## config.mk

```make
export PLATFORM = sky130hd
export DESIGN_NAME = sram_lane_ctrl
export DESIGN_NICKNAME = d
export VERILOG_FILES = /design/src/rtl/sram_lane_pkg.sv /design/src/rtl/sram_lane_steer.sv /design/src/rtl/sram_lane_align.sv /design/src/rtl/sram_lane_timer.sv /design/src/rtl/sram_lane_ctrl.sv
export SDC_FILE = /design/constraint.sdc
export NUM_CORES = 1
export LEC_CHECK = 0
export BUFFER_PORTS_ARGS = -buffer_cell sky130_fd_sc_hd__buf_4
export CORE_MARGIN = 3
export CORE_UTILIZATION = 50
export DETAILED_ROUTE_END_ITERATION = 10
export PLACE_DENSITY = 0.77
export REMOVE_ABC_BUFFERS = 1
export SETUP_SLACK_MARGIN = 0.2
export SLEW_MARGIN = 20
export SYNTH_ARGS = -nofsm -noshare
export SYNTH_HDL_FRONTEND = slang
export SYNTH_SLANG_ARGS = --single-unit
```

## constraint.sdc

```tcl
create_clock -name clk -period 2.7 [get_ports clk]
set_clock_uncertainty 0.2 [all_clocks]
set_input_delay 0.54 -clock clk [delete_from_list [all_inputs] [get_ports clk]]
set_output_delay 0.54 -clock clk [all_outputs]
set_load 0.02 [all_outputs]
```

## src/rtl/sram_lane_pkg.sv

```systemverilog
package sram_lane_pkg;

    localparam int LANE_W   = 8;
    localparam int N_LANES  = 4;
    localparam int DATA_W   = LANE_W * N_LANES;
    localparam int WADDR_W  = 17;
    localparam int HADDR_W  = WADDR_W + 2;
    localparam int SLOT_W   = $clog2(N_LANES);
    localparam int HALF_W   = DATA_W / 2;
    localparam int HALF_L   = N_LANES / 2;

    typedef enum logic [1:0] {
        MODE_W32  = 2'b00,
        MODE_W16  = 2'b01,
        MODE_W8   = 2'b10,
        MODE_W32B = 2'b11
    } width_mode_e;

    typedef enum logic [2:0] {
        PH_IDLE,
        PH_WSETUP,
        PH_WPULSE,
        PH_WREL,
        PH_WHOLD,
        PH_RACC,
        PH_TURN
    } phase_e;

    typedef struct packed {
        logic                 is_write;
        logic [HADDR_W-1:0]   addr;
        logic [DATA_W-1:0]    wdata;
        logic [N_LANES-1:0]   mask;
        width_mode_e          mode;
    } host_req_t;

    typedef struct packed {
        logic                 is_write;
        logic [WADDR_W-1:0]   word;
        logic [N_LANES-1:0]   lanes;
        logic [DATA_W-1:0]    wdata;
        logic [SLOT_W-1:0]    slot;
        width_mode_e          mode;
    } lane_cmd_t;

    function automatic int clk_ceil(input int ns, input int per);
        return (ns + per - 1) / per;
    endfunction

    function automatic int max2(input int a, input int b);
        return (a > b) ? a : b;
    endfunction

    function automatic int setup_clocks(input int per, input int t_as);
        return max2(1, clk_ceil(t_as, per));
    endfunction

    function automatic int pulse_clocks(input int per, input int t_as, input int t_wp,
                                        input int t_dw, input int t_cw, input int t_aw);
        int n_as;
        n_as = setup_clocks(per, t_as);
        return max2(max2(1, clk_ceil(t_wp, per)),
                    max2(clk_ceil(t_dw, per),
                         max2(clk_ceil(t_cw, per) - n_as, clk_ceil(t_aw, per) - n_as)));
    endfunction

    function automatic int turn_clocks(input int per, input int t_ohz, input int t_chz);
        return max2(1, clk_ceil(max2(t_ohz, t_chz), per));
    endfunction

endpackage

```

## src/rtl/sram_lane_steer.sv

```systemverilog
module sram_lane_steer
    import sram_lane_pkg::*;
(
    input  host_req_t req,
    output lane_cmd_t cmd
);
    logic [N_LANES-1:0] pair_base;
    logic [N_LANES-1:0] one_lane;
    logic [N_LANES-1:0] rd_lanes;
    logic [N_LANES-1:0] wr_lanes;

    assign pair_base = {{HALF_L{1'b0}}, {HALF_L{1'b1}}};
    assign one_lane  = N_LANES'(1) << req.addr[SLOT_W-1:0];

    always_comb begin
        cmd          = '0;
        cmd.is_write = req.is_write;
        cmd.mode     = req.mode;
        rd_lanes     = '1;
        wr_lanes     = req.mask;
        unique case (req.mode)
            MODE_W16: begin
                cmd.word  = req.addr[WADDR_W:1];
                cmd.slot  = SLOT_W'(req.addr[0]);
                cmd.wdata = {2{req.wdata[HALF_W-1:0]}};
                if (req.addr[0]) begin
                    rd_lanes = pair_base << HALF_L;
                    wr_lanes = {req.mask[HALF_L-1:0], {HALF_L{1'b0}}};
                end else begin
                    rd_lanes = pair_base;
                    wr_lanes = {{HALF_L{1'b0}}, req.mask[HALF_L-1:0]};
                end
            end
            MODE_W8: begin
                cmd.word  = req.addr[WADDR_W+1:2];
                cmd.slot  = req.addr[SLOT_W-1:0];
                cmd.wdata = {N_LANES{req.wdata[LANE_W-1:0]}};
                rd_lanes  = one_lane;
                wr_lanes  = req.mask[0] ? one_lane : '0;
            end
            default: begin
                cmd.word  = req.addr[WADDR_W-1:0];
                cmd.slot  = '0;
                cmd.wdata = req.wdata;
            end
        endcase
        cmd.lanes = req.is_write ? wr_lanes : rd_lanes;
    end

endmodule

```

## src/rtl/sram_lane_align.sv

```systemverilog
module sram_lane_align
    import sram_lane_pkg::*;
(
    input  width_mode_e          mode,
    input  logic [SLOT_W-1:0]    slot,
    input  logic [DATA_W-1:0]    raw,
    output logic [DATA_W-1:0]    aligned
);
    always_comb begin
        unique case (mode)
            MODE_W16: aligned = slot[0] ? DATA_W'(raw[DATA_W-1:HALF_W])
                                        : DATA_W'(raw[HALF_W-1:0]);
            MODE_W8:  aligned = DATA_W'(raw[slot*LANE_W +: LANE_W]);
            default:  aligned = raw;
        endcase
    end

endmodule

```

## src/rtl/sram_lane_timer.sv

```systemverilog
module sram_lane_timer #(
    parameter int CNT_W = 8
) (
    input  logic             clk,
    input  logic             rst,
    input  logic             load,
    input  logic [CNT_W-1:0] load_val,
    output logic             expired
);
    logic [CNT_W-1:0] cnt;

    always_ff @(posedge clk) begin
        if (rst) begin
            cnt <= '0;
        end else if (load) begin
            cnt <= load_val;
        end else if (cnt != '0) begin
            cnt <= cnt - 1'b1;
        end
    end

    assign expired = (cnt == '0);

endmodule

```

## src/rtl/sram_lane_ctrl.sv

```systemverilog
module sram_lane_ctrl
    import sram_lane_pkg::*;
#(
    parameter int CLK_PERIOD_NS = 8,
    parameter int T_WC  = 70,
    parameter int T_AS  = 5,
    parameter int T_AH  = 5,
    parameter int T_WP  = 50,
    parameter int T_DW  = 30,
    parameter int T_CW  = 60,
    parameter int T_AW  = 60,
    parameter int T_RC  = 70,
    parameter int T_AA  = 70,
    parameter int T_OE  = 35,
    parameter int T_OHZ = 25,
    parameter int T_CHZ = 25
) (
    input  logic                 clk,
    input  logic                 rst,
    input  logic                 req_valid,
    output logic                 req_ready,
    input  logic                 req_write,
    input  logic [HADDR_W-1:0]   req_addr,
    input  logic [DATA_W-1:0]    req_wdata,
    input  logic [N_LANES-1:0]   req_mask,
    input  logic [1:0]           req_mode,
    output logic                 rd_valid,
    output logic [DATA_W-1:0]    rd_data,
    output logic [WADDR_W-1:0]   ram_addr,
    output logic [N_LANES-1:0]   ram_cs_n,
    output logic [N_LANES-1:0]   ram_we_n,
    output logic                 ram_oe_n,
    output logic [DATA_W-1:0]    ram_dq_out,
    output logic                 ram_dq_oe,
    input  logic [DATA_W-1:0]    ram_dq_in
);
    localparam int P      = CLK_PERIOD_NS;
    localparam int N_AS   = setup_clocks(P, T_AS);
    localparam int N_WP   = pulse_clocks(P, T_AS, T_WP, T_DW, T_CW, T_AW);
    localparam int N_HOLD = max2(max2(1, clk_ceil(T_AH, P)), clk_ceil(T_WC, P) - N_AS - N_WP - 1);
    localparam int N_RD   = max2(max2(1, clk_ceil(T_RC, P)), max2(clk_ceil(T_AA, P), clk_ceil(T_OE, P)));
    localparam int N_TA   = turn_clocks(P, T_OHZ, T_CHZ);
    localparam int N_MAX  = max2(max2(N_AS, N_WP), max2(max2(N_HOLD, N_RD), N_TA));
    localparam int CNT_W  = $clog2(N_MAX + 1);

    host_req_t          hreq;
    lane_cmd_t          cmd_new;
    lane_cmd_t          cmd_q;
    phase_e             phase;
    phase_e             phase_nx;
    logic               accept;
    logic               advance;
    logic               tmr_load;
    logic [CNT_W-1:0]   tmr_val;
    logic               tmr_expired;
    logic [DATA_W-1:0]  rd_aligned;

    assign hreq.is_write = req_write;
    assign hreq.addr     = req_addr;
    assign hreq.wdata    = req_wdata;
    assign hreq.mask     = req_mask;
    assign hreq.mode     = width_mode_e'(req_mode);

    sram_lane_steer u_steer (
        .req (hreq),
        .cmd (cmd_new)
    );

    sram_lane_align u_align (
        .mode    (cmd_q.mode),
        .slot    (cmd_q.slot),
        .raw     (ram_dq_in),
        .aligned (rd_aligned)
    );

    sram_lane_timer #(.CNT_W(CNT_W)) u_timer (
        .clk      (clk),
        .rst      (rst),
        .load     (tmr_load),
        .load_val (tmr_val),
        .expired  (tmr_expired)
    );

    assign accept = req_valid && req_ready;

    always_comb begin
        advance  = 1'b0;
        phase_nx = phase;
        tmr_val  = '0;
        unique case (phase)
            PH_IDLE: begin
                advance = accept;
                if (req_write) begin
                    phase_nx = PH_WSETUP;
                    tmr_val  = CNT_W'(N_AS - 1);
                end else begin
                    phase_nx = PH_RACC;
                    tmr_val  = CNT_W'(N_RD - 1);
                end
            end
            PH_WSETUP: begin
                advance  = tmr_expired;
                phase_nx = PH_WPULSE;
                tmr_val  = CNT_W'(N_WP - 1);
            end
            PH_WPULSE: begin
                advance  = tmr_expired;
                phase_nx = PH_WREL;
            end
            PH_WREL: begin
                advance  = 1'b1;
                phase_nx = PH_WHOLD;
                tmr_val  = CNT_W'(N_HOLD - 1);
            end
            PH_WHOLD: begin
                advance  = tmr_expired;
                phase_nx = PH_IDLE;
            end
            PH_RACC: begin
                advance  = tmr_expired;
                phase_nx = PH_TURN;
                tmr_val  = CNT_W'(N_TA - 1);
            end
            PH_TURN: begin
                advance  = tmr_expired;
                phase_nx = PH_IDLE;
            end
            default: begin
                advance  = 1'b1;
                phase_nx = PH_IDLE;
            end
        endcase
        tmr_load = advance;
    end

    always_ff @(posedge clk) begin
        if (rst) begin
            phase      <= PH_IDLE;
            cmd_q      <= '0;
            req_ready  <= 1'b1;
            rd_valid   <= 1'b0;
            rd_data    <= '0;
            ram_addr   <= '0;
            ram_cs_n   <= '1;
            ram_we_n   <= '1;
            ram_oe_n   <= 1'b1;
            ram_dq_out <= '0;
            ram_dq_oe  <= 1'b0;
        end else begin
            rd_valid <= 1'b0;
            if (advance) begin
                phase <= phase_nx;
                unique case (phase)
                    PH_IDLE: begin
                        cmd_q     <= cmd_new;
                        ram_addr  <= cmd_new.word;
                        ram_cs_n  <= ~cmd_new.lanes;
                        ram_oe_n  <= cmd_new.is_write;
                        req_ready <= 1'b0;
                    end
                    PH_WSETUP: begin
                        ram_we_n   <= ~cmd_q.lanes;
                        ram_dq_out <= cmd_q.wdata;
                        ram_dq_oe  <= 1'b1;
                    end
                    PH_WPULSE: begin
                        ram_we_n <= '1;
                    end
                    PH_WREL: begin
                        ram_cs_n <= '1;
                    end
                    PH_WHOLD: begin
                        ram_dq_oe <= 1'b0;
                        req_ready <= 1'b1;
                    end
                    PH_RACC: begin
                        rd_data  <= rd_aligned;
                        rd_valid <= 1'b1;
                        ram_cs_n <= '1;
                        ram_oe_n <= 1'b1;
                    end
                    PH_TURN: begin
                        req_ready <= 1'b1;
                    end
                    default: begin
                        ram_cs_n  <= '1;
                        ram_we_n  <= '1;
                        ram_oe_n  <= 1'b1;
                        ram_dq_oe <= 1'b0;
                        req_ready <= 1'b1;
                    end
                endcase
            end
        end
    end

endmodule

```

==> results of run 1 <==
-- registers in the layout (all words and copies together), names as in the netlist --
name,count
req_ready,1
cmd_q,40
rd_data,32
u_timer.cnt,4
rd_valid,1
ram_we_n,4
ram_addr,17
ram_cs_n,4
ram_dq_oe,1
ram_dq_out,32
ram_oe_n,1
phase,3
-- power by group through the flow --
| stage | Combinational (mW) | Sequential, mW | Clock (mW) |
|---|---|---|---|
| after floorplan | 1.31 | 2.86 | 0 |
| after global placement | 2.23 | 2.75 | 0 |
| after detailed placement | 2.28 | 2.76 | 0 |
| after CTS | 2.29 | 2.73 | 2.31 |
| after global routing | 2.53 | 2.78 | 2.41 |
| final | 2.29 | 2.73 | 2.28 |
-- routing by layer --
metal	track usage	share of wire	vias to the layer above
met5	0	0	-
met4	0.09124	0.021	0
met3	0.06125	0.086	39
met2	0.4292	0.48	307
met1	0.3505	0.42	3057
li1	-	-	3073
-- worst max-delay path, cell delays in order (launching register included) --
cell and delay (ns):
dfxtp_1 0.35, inv_1 0.05, ha_1 0.32, buf_4 0.26
nor2b_1 0.63, a222oi_1 0.21, a21oi_1 0.20
-- logic make-up after synthesis --
| family | Yosys count |
|---|---|
| buf+inv | 79 |
| mux | 24 |
| compound gates | 254 |
| xor+xnor | 2 |
| flops | 140 |
| fa+ha+maj | 8 |
| simple gates | 270 |
-- through the flow --
step	power, mW	setup WS [ns]	area [µm²]	setup TNS, ns	utilization
after floorplan	4.169	-0.1716	6081	-1.472	-
after global placement	4.979	0.4079	7828	0	0.6384
after global routing	7.723	0.2281	8411	0	0.6859
final	7.302	0.4064	8411	0	0.6859
after detailed placement	5.039	0.3011	7828	0	0.6384
after CTS	7.327	0.2735	8404	0	0.6854
-- final cells by class --
class                           count  area, µm²  share of cell area
Clock inverter                      9      112.6             0.01339
Sequential cell                   140       2803              0.3332
Timing Repair Buffer              202       1533              0.1822
Clock buffer                       22      464.2             0.05519
Multi-Input combinational cell    558       3243              0.3856
Inverter                           12      45.04            0.005356
Tap cell                          168      210.2             0.02499
-- cell usage in the layout (no fill, tap or decap), types with 8 or more instances in the layout --
cell type  Yosys  routed
o21ai_0       60      60
nand3_1       20      20
nor2_1        62      62
nand2_1      151     151
a221oi_1      18      18
a21oi_1       95      95
a22oi_1       25      25
clkbuf_16      0      17
buf_4          5     200
a22o_1        18      18
mux4_2         8       8
inv_1         11      11
a222oi_1       8       8
dfxtp_1      140     140
mux2i_1       16      16
nor3_1        11      11
-- worst min-delay path by stage --
| stage | cells past startpoint | slack (ns) | to | startpoint |
|---|---|---|---|---|
| 2_1_floorplan | 1 | 0.21 | ram_we_n[0] | cmd_q[36] |
| 3_3_place_gp | 1 | 0.22 | ram_we_n[0] | cmd_q[36] |
| 3_5_place_dp | 1 | 0.23 | ram_we_n[3] | cmd_q[39] |
| 4_1_cts | 3 | 0.17 | cmd_q[33] | req_wdata[29] |
| 5_1_grt | 3 | 0.18 | cmd_q[31] | req_wdata[27] |
| 6_report | 3 | 0.19 | cmd_q[33] | req_wdata[29] |
==> flow_metrics.tcl, run 1 <==
set metrics [dict create \
    die_outline_height_um 119.0 \
    min_period_ns 2.294 \
    clk_pin_slew_ns 0.06 \
    regToRegStartpoint "cmd_q[0]" \
    layout-drive-gt1-share 0.2609 \
    post_synth_fa_ha_maj_area_fraction 0.01566 \
    synthTopCellsByArea "dfxtp_1, nand2_1, a21oi_1" \
    timing.hold.worst.class "in -> reg" \
    yosys_register_bits 140 \
    drt_drc_violations_left 0 \
    outcome "finished, final reports clean" \
    cts_root_buffer "clkbuf_16" \
    hpwlAfterDp_um 12860 \
    detailed_route_wl_um 18970 \
    synth_edf_count 0 \
    floorplan.die.width_um 119.0 \
    synth.cells.most_frequent "nand2_1, dfxtp_1, a21oi_1" \
    max_slew.worst_pin.slew_ns 0.7492 \
    critPathMaxFanout 33 \
    groute.usage.overall 0.2658 \
    antenna_found_initial 0 \
    share_seq_of_total_power 0.374 \
    relSlewSlack 0.4995 \
    n_antenna_cell 0 \
    portion_of_netlist_area_occupied_by_mux_cells 0.05326 \
    syn_area_per_cell_um2 8.224 \
    synth_sequential_area_ratio 0.4386 \
    inst_count_dp 1080 \
    power.switching_fraction 0.3456 \
    first_global_vias 6168 \
    worst_skew_pair.late_latency_ns 0.41 \
    hold-worst-slack_ns 0.1872 \
    grt_remaining_overflow 0 \
    cts_htree_levels 4 \
    cts_tree "done" \
    combinational_family_with_the_most_area_after_synthesis "compound AO/OA/AOI/OAI gates" \
    power_frac_comb 0.314 \
    period_share 0.8495 \
    core-area_um2 12260 \
    power.share.clock 0.312 \
    largest_net_degree_at_the_start_of_global_routing 51 \
    yosys.cell_types.count 50 \
    worstRegToRegCells 6 \
    internal_power_mw 4.778 \
    endpoint_kind "flip-flop" \
    floorplan.initialDensity 0.5211 \
    floorplan.rows 40 \
    final-instance-count-excl-fill 1111 \
    max_cap_violations 0 \
    report.final.setup_viol 0 \
    global_route_wire_length_before_repair_um 31110 \
    detail_route.vias_per_cell 5.829 \
    report.final.slew_viol_count 0 \
    netlist.top_cell.by_area "dfxtp_1" \
    timing.critical_path.from "cmd_q[0]" \
    syn_area_um2 6390 \
    syn-instance-count 777 \
    required_ns 2.84 \
    ir_drop_v 0.0004676 \
    routabilityCongestion 0.8900 \
    synthesized_area_fraction_occupied_by_xor_and_xnor_cells 0.002741 \
    grt_setup_unrepaired "false" \
    postRouteAntennaNets 0 \
    via_count 6476 \
    power.density_nw_per_um2 868.1 \
    p_switching_mw 2.524 \
    post_synthesis_compound_gate_area_fraction 0.2508 \
    floorplan.die_area_um2 14170 \
    worstPathArrival_ns 2.43 \
    post_cts_sizing_count 0 \
    route.detailed.wl_per_inst_um 17.08 \
    n_fill_cell 1033 \
    setup.worst_path.start_class "flip-flop" \
    final_hold_violating_endpoints 0 \
    io_buffers 185 \
    cts.hold.buffers_added 0 \
    yosys.cell_count.top_type "nand2_1" \
    static-leakage-power_nw 3.415 \
    synth_warnings 0 \
    synth_flop_cell "dfxtp_1" \
    num_io_pins 186 \
    setup.worst_path.class "reg -> reg" \
    synthSimpleGateAreaFrac 0.1835 \
    timing.critical_path.to "rd_data[2]" \
    synthToLayoutAreaGrowth_pct 31.62 \
    tritoncts_num_sinks 140 \
    post-cts-setup-buffer-count 0 \
    synth-async-reset-ratio 0 \
    worstReg2RegEnd "rd_data[2]" \
    nNetsFinal 1032 \
    fmaxAchievable_mhz 436.0 \
    drtIter0Drc 836 \
    drtPass1Iterations 5 \
    register_to_register_setup_slack_ns 0.41 \
    cts_inserted_buffers 17 \
    cts.path.max_buffers 2 \
    synth_top_cell_area_share 0.4386 \
]
Power figures use the tool's default switching activity.
==> inputs of run 2 (changes only) <==
--- a/config.mk
+++ b/config.mk
@@ -5,6 +5,7 @@
 export SDC_FILE = /design/constraint.sdc
 export NUM_CORES = 1
 export LEC_CHECK = 0
+export ABC_AREA = 1
 export BUFFER_PORTS_ARGS = -buffer_cell sky130_fd_sc_hd__buf_4
 export CORE_MARGIN = 3
 export CORE_UTILIZATION = 50
==> constraint.sdc (replaced) <==
create_clock -name clk -period 2.35 [get_ports clk]
set_clock_uncertainty 0.2 [all_clocks]
set_input_delay 0.47 -clock clk [delete_from_list [all_inputs] [get_ports clk]]
set_output_delay 0.47 -clock clk [all_outputs]
set_load 0.02 [all_outputs]
==> flow_metrics.tcl, run 2 <==
set metrics [dict create \
    first_global_vias 6518 \
    yosys.cell_types.count 34 \
    drt_drc_violations_left 0 \
    worstPathArrival_ns 2.13 \
    antenna_found_initial 0 \
    final-instance-count-excl-fill 1310 \
    internal_power_mw 6.113 \
    floorplan.rows 41 \
    yosys.cell_count.top_type "nand2_1" \
    most-common-layout-cells "nand2_1, buf_4, dfxtp_1" \
    cts_htree_levels 4 \
    min_period_ns 1.985 \
    die_outline_height_um 121.9 \
    setup.worst_path.class "reg -> reg" \
    grt_setup_unrepaired "false" \
    io_buffers 185 \
    core-area_um2 12880 \
    hpwlAfterDp_um 13610 \
    synthToLayoutAreaGrowth_pct 32.10 \
    p_switching_mw 4.072 \
    hold-worst-slack_ns 0.1239 \
    whs_endpoint "rd_data[28]" \
    syn-instance-count 961 \
    timing.hold.worst.class "in -> reg" \
    cts_inserted_buffers 17 \
    fmaxAchievable_mhz 503.8 \
    count_of_cells_along_the_worst_hold_path 3 \
    relSlewSlack 0.5412 \
    share_seq_of_total_power 0.312 \
    cts.path.max_buffers 2 \
    critPathMaxFanout 16 \
    clk_pin_slew_ns 0.06 \
    tritoncts_num_sinks 140 \
    synth-async-reset-ratio 0 \
    syn_area_per_cell_um2 6.989 \
    endpoint_kind "flip-flop" \
    regToRegStartpoint "u_timer.cnt[0]" \
    groute.usage.overall 0.2598 \
    power.share.clock 0.266 \
    m1WireLength_um 8548 \
    ir_drop_v 0.0007827 \
    postRouteAntennaNets 0 \
    floorplan.die.width_um 121.9 \
    via_count 7244 \
    static-leakage-power_nw 4.027 \
    route.detailed.wl_per_inst_um 15.32 \
    max_slew.worst_pin.slew_ns 0.6857 \
    register_to_register_setup_slack_ns 0.37 \
    final_hold_violating_endpoints 0 \
    floorplan.die_area_um2 14860 \
    cts_tree "done" \
    cts_root_buffer "clkbuf_16" \
    detailed_route_wl_um 20070 \
    fin_setup_tns_ns 0 \
    largest_net_degree_at_the_start_of_global_routing 63 \
    report.final.setup_viol 0 \
    power_frac_comb 0.422 \
    registers_with_the_most_flip_flops "cmd_q x40, ram_dq_out x32, rd_data x32" \
    period_share 0.8446 \
    report.final.slew_viol_count 0 \
    required_ns 2.50 \
    synth.cells.most_frequent "nand2_1, dfxtp_1, nand3_1" \
    synth_sequential_area_ratio 0.4173 \
    synth_warnings 0 \
    syn_area_um2 6716 \
    routabilityCongestion 0.9211 \
    grt_remaining_overflow 0 \
    largest_register_ffs 40 \
    n_antenna_cell 0 \
    worstRegToRegCells 9 \
    inst_count_dp 1273 \
    drtIter0Drc 691 \
    synthTopCellsByArea "dfxtp_1, nand2_1, nand3_1" \
    drtPass1Iterations 5 \
    power.switching_fraction 0.3998 \
    max_flop_register "cmd_q" \
    top_layer_used "met4" \
    max_cap_violations 0 \
    num_io_pins 186 \
    outcome "finished, final reports clean" \
    power.density_nw_per_um2 1148 \
    detail_route.vias_per_cell 5.530 \
    commonest_non_fill_non_tap_cell_in_the_layout "nand2_1" \
    hold_start "ram_dq_in[28]" \
    worst_skew_pair.late_latency_ns 0.42 \
    yosys_register_bits 140 \
    global_route_wire_length_before_repair_um 31290 \
    netlist.top_cell.by_area "dfxtp_1" \
    cts.hold.buffers_added 0 \
    route.met3.wl_um 1875 \
    synth_top_cell_area_share 0.4173 \
    synth_flop_cell "dfxtp_1" \
    worstReg2RegEnd "ram_dq_out[6]" \
    floorplan.initialDensity 0.5216 \
    layout-drive-gt1-share 0.2311 \
    setup.worst_path.start_class "flip-flop" \
    wl_met2_um 9174 \
    nNetsFinal 1226 \
    synth_edf_count 0 \
]
run 2: cell count changes in the layout (fill, tap and decap cells not counted), sizes merged, moves of 16 or more:
cell,change
inv,+44
nand2,+107
nor2,-17
mux2i,-16
nand3,+107
a221oi,-18
a22oi,-25
run 2: through the flow:
| stage | total power [mW] | cell area [µm²] | worst slack [ns] | util |
|---|---|---|---|---|
| floorplan | 5.710 | 6365 | -0.5773 | - |
| global placement | 7.224 | 8199 | 0.2682 | 0.6368 |
| detailed placement | 7.269 | 8199 | 0.2669 | 0.6368 |
| CTS | 10.00 | 8806 | 0.2591 | 0.6839 |
| global route | 10.83 | 8872 | 0.1696 | 0.6890 |
| finish | 10.18 | 8872 | 0.3652 | 0.6890 |
run 2: cells by family (layout without fill, tap and decap cells):
family | after synthesis | in the layout | share of synthesized area
buffers and inverters | 130 | 307 | 0.08681
and+or+nand+nor | 447 | 447 | 0.2897
xor gates and xnor gates | 2 | 2 | 0.002609
DFF | 140 | 140 | 0.4173
adders and majority gates | 8 | 8 | 0.01490
AOI/OAI and AO/OA | 234 | 234 | 0.1887
run 2: repair_timing:
action / in CTS / in global routing
setup endpoints to repair: 0 / 46
buffers inserted: 0 / 5
gates resized for setup: 0 / 4
run 2: worst max path at each step:
stage	cells after the start	start	slack (ns)	end
floorplan	9	req_mode[0]	-0.58	ram_cs_n[2]
global placement	10	req_mode[0]	0.27	cmd_q[39]
detailed placement	10	req_mode[0]	0.27	cmd_q[39]
CTS	8	u_timer.cnt[0]	0.26	rd_data[27]
global route	9	u_timer.cnt[0]	0.17	ram_dq_out[6]
finish	9	u_timer.cnt[0]	0.37	ram_dq_out[6]
run 2: cell type report:
class                           count  area [µm²]
Multi-Input combinational cell    691        3356
Tap cell                          172       215.2
Clock inverter                     10       112.6
Timing Repair Buffer              214        1660
Clock buffer                       22       494.2
Inverter                           61       231.5
Fill cell                        1148        4004
Sequential cell                   140        2803
run 2: power by group through the flow:
stage / registers [mW] / clock network [mW] / logic (mW)
2_1_floorplan: 3.44 / 0 / 2.27
3_3_place_gp: 3.19 / 0 / 4.03
3_5_place_dp: 3.20 / 0 / 4.07
4_1_cts: 3.16 / 2.74 / 4.10
5_1_grt: 3.23 / 2.85 / 4.75
6_report: 3.17 / 2.71 / 4.30
run 2: worst max-delay path, cell delays in order (launching register included):
cell     delay [ns]
dfxtp_1        0.30
inv_1          0.12
ha_1           0.16
nand2_1        0.05
nor2_1         0.16
nand3_2        0.19
nand2_8        0.22
buf_4          0.25
nand3_1        0.11
a21oi_1        0.15
run 2: routing by layer:
metal | vias up | global-route usage
li1 | 3559 | -
met1 | 3310 | 0.3362
met2 | 334 | 0.4099
met3 | 41 | 0.07521
met4 | 0 | 0.1029
met5 | - | 0
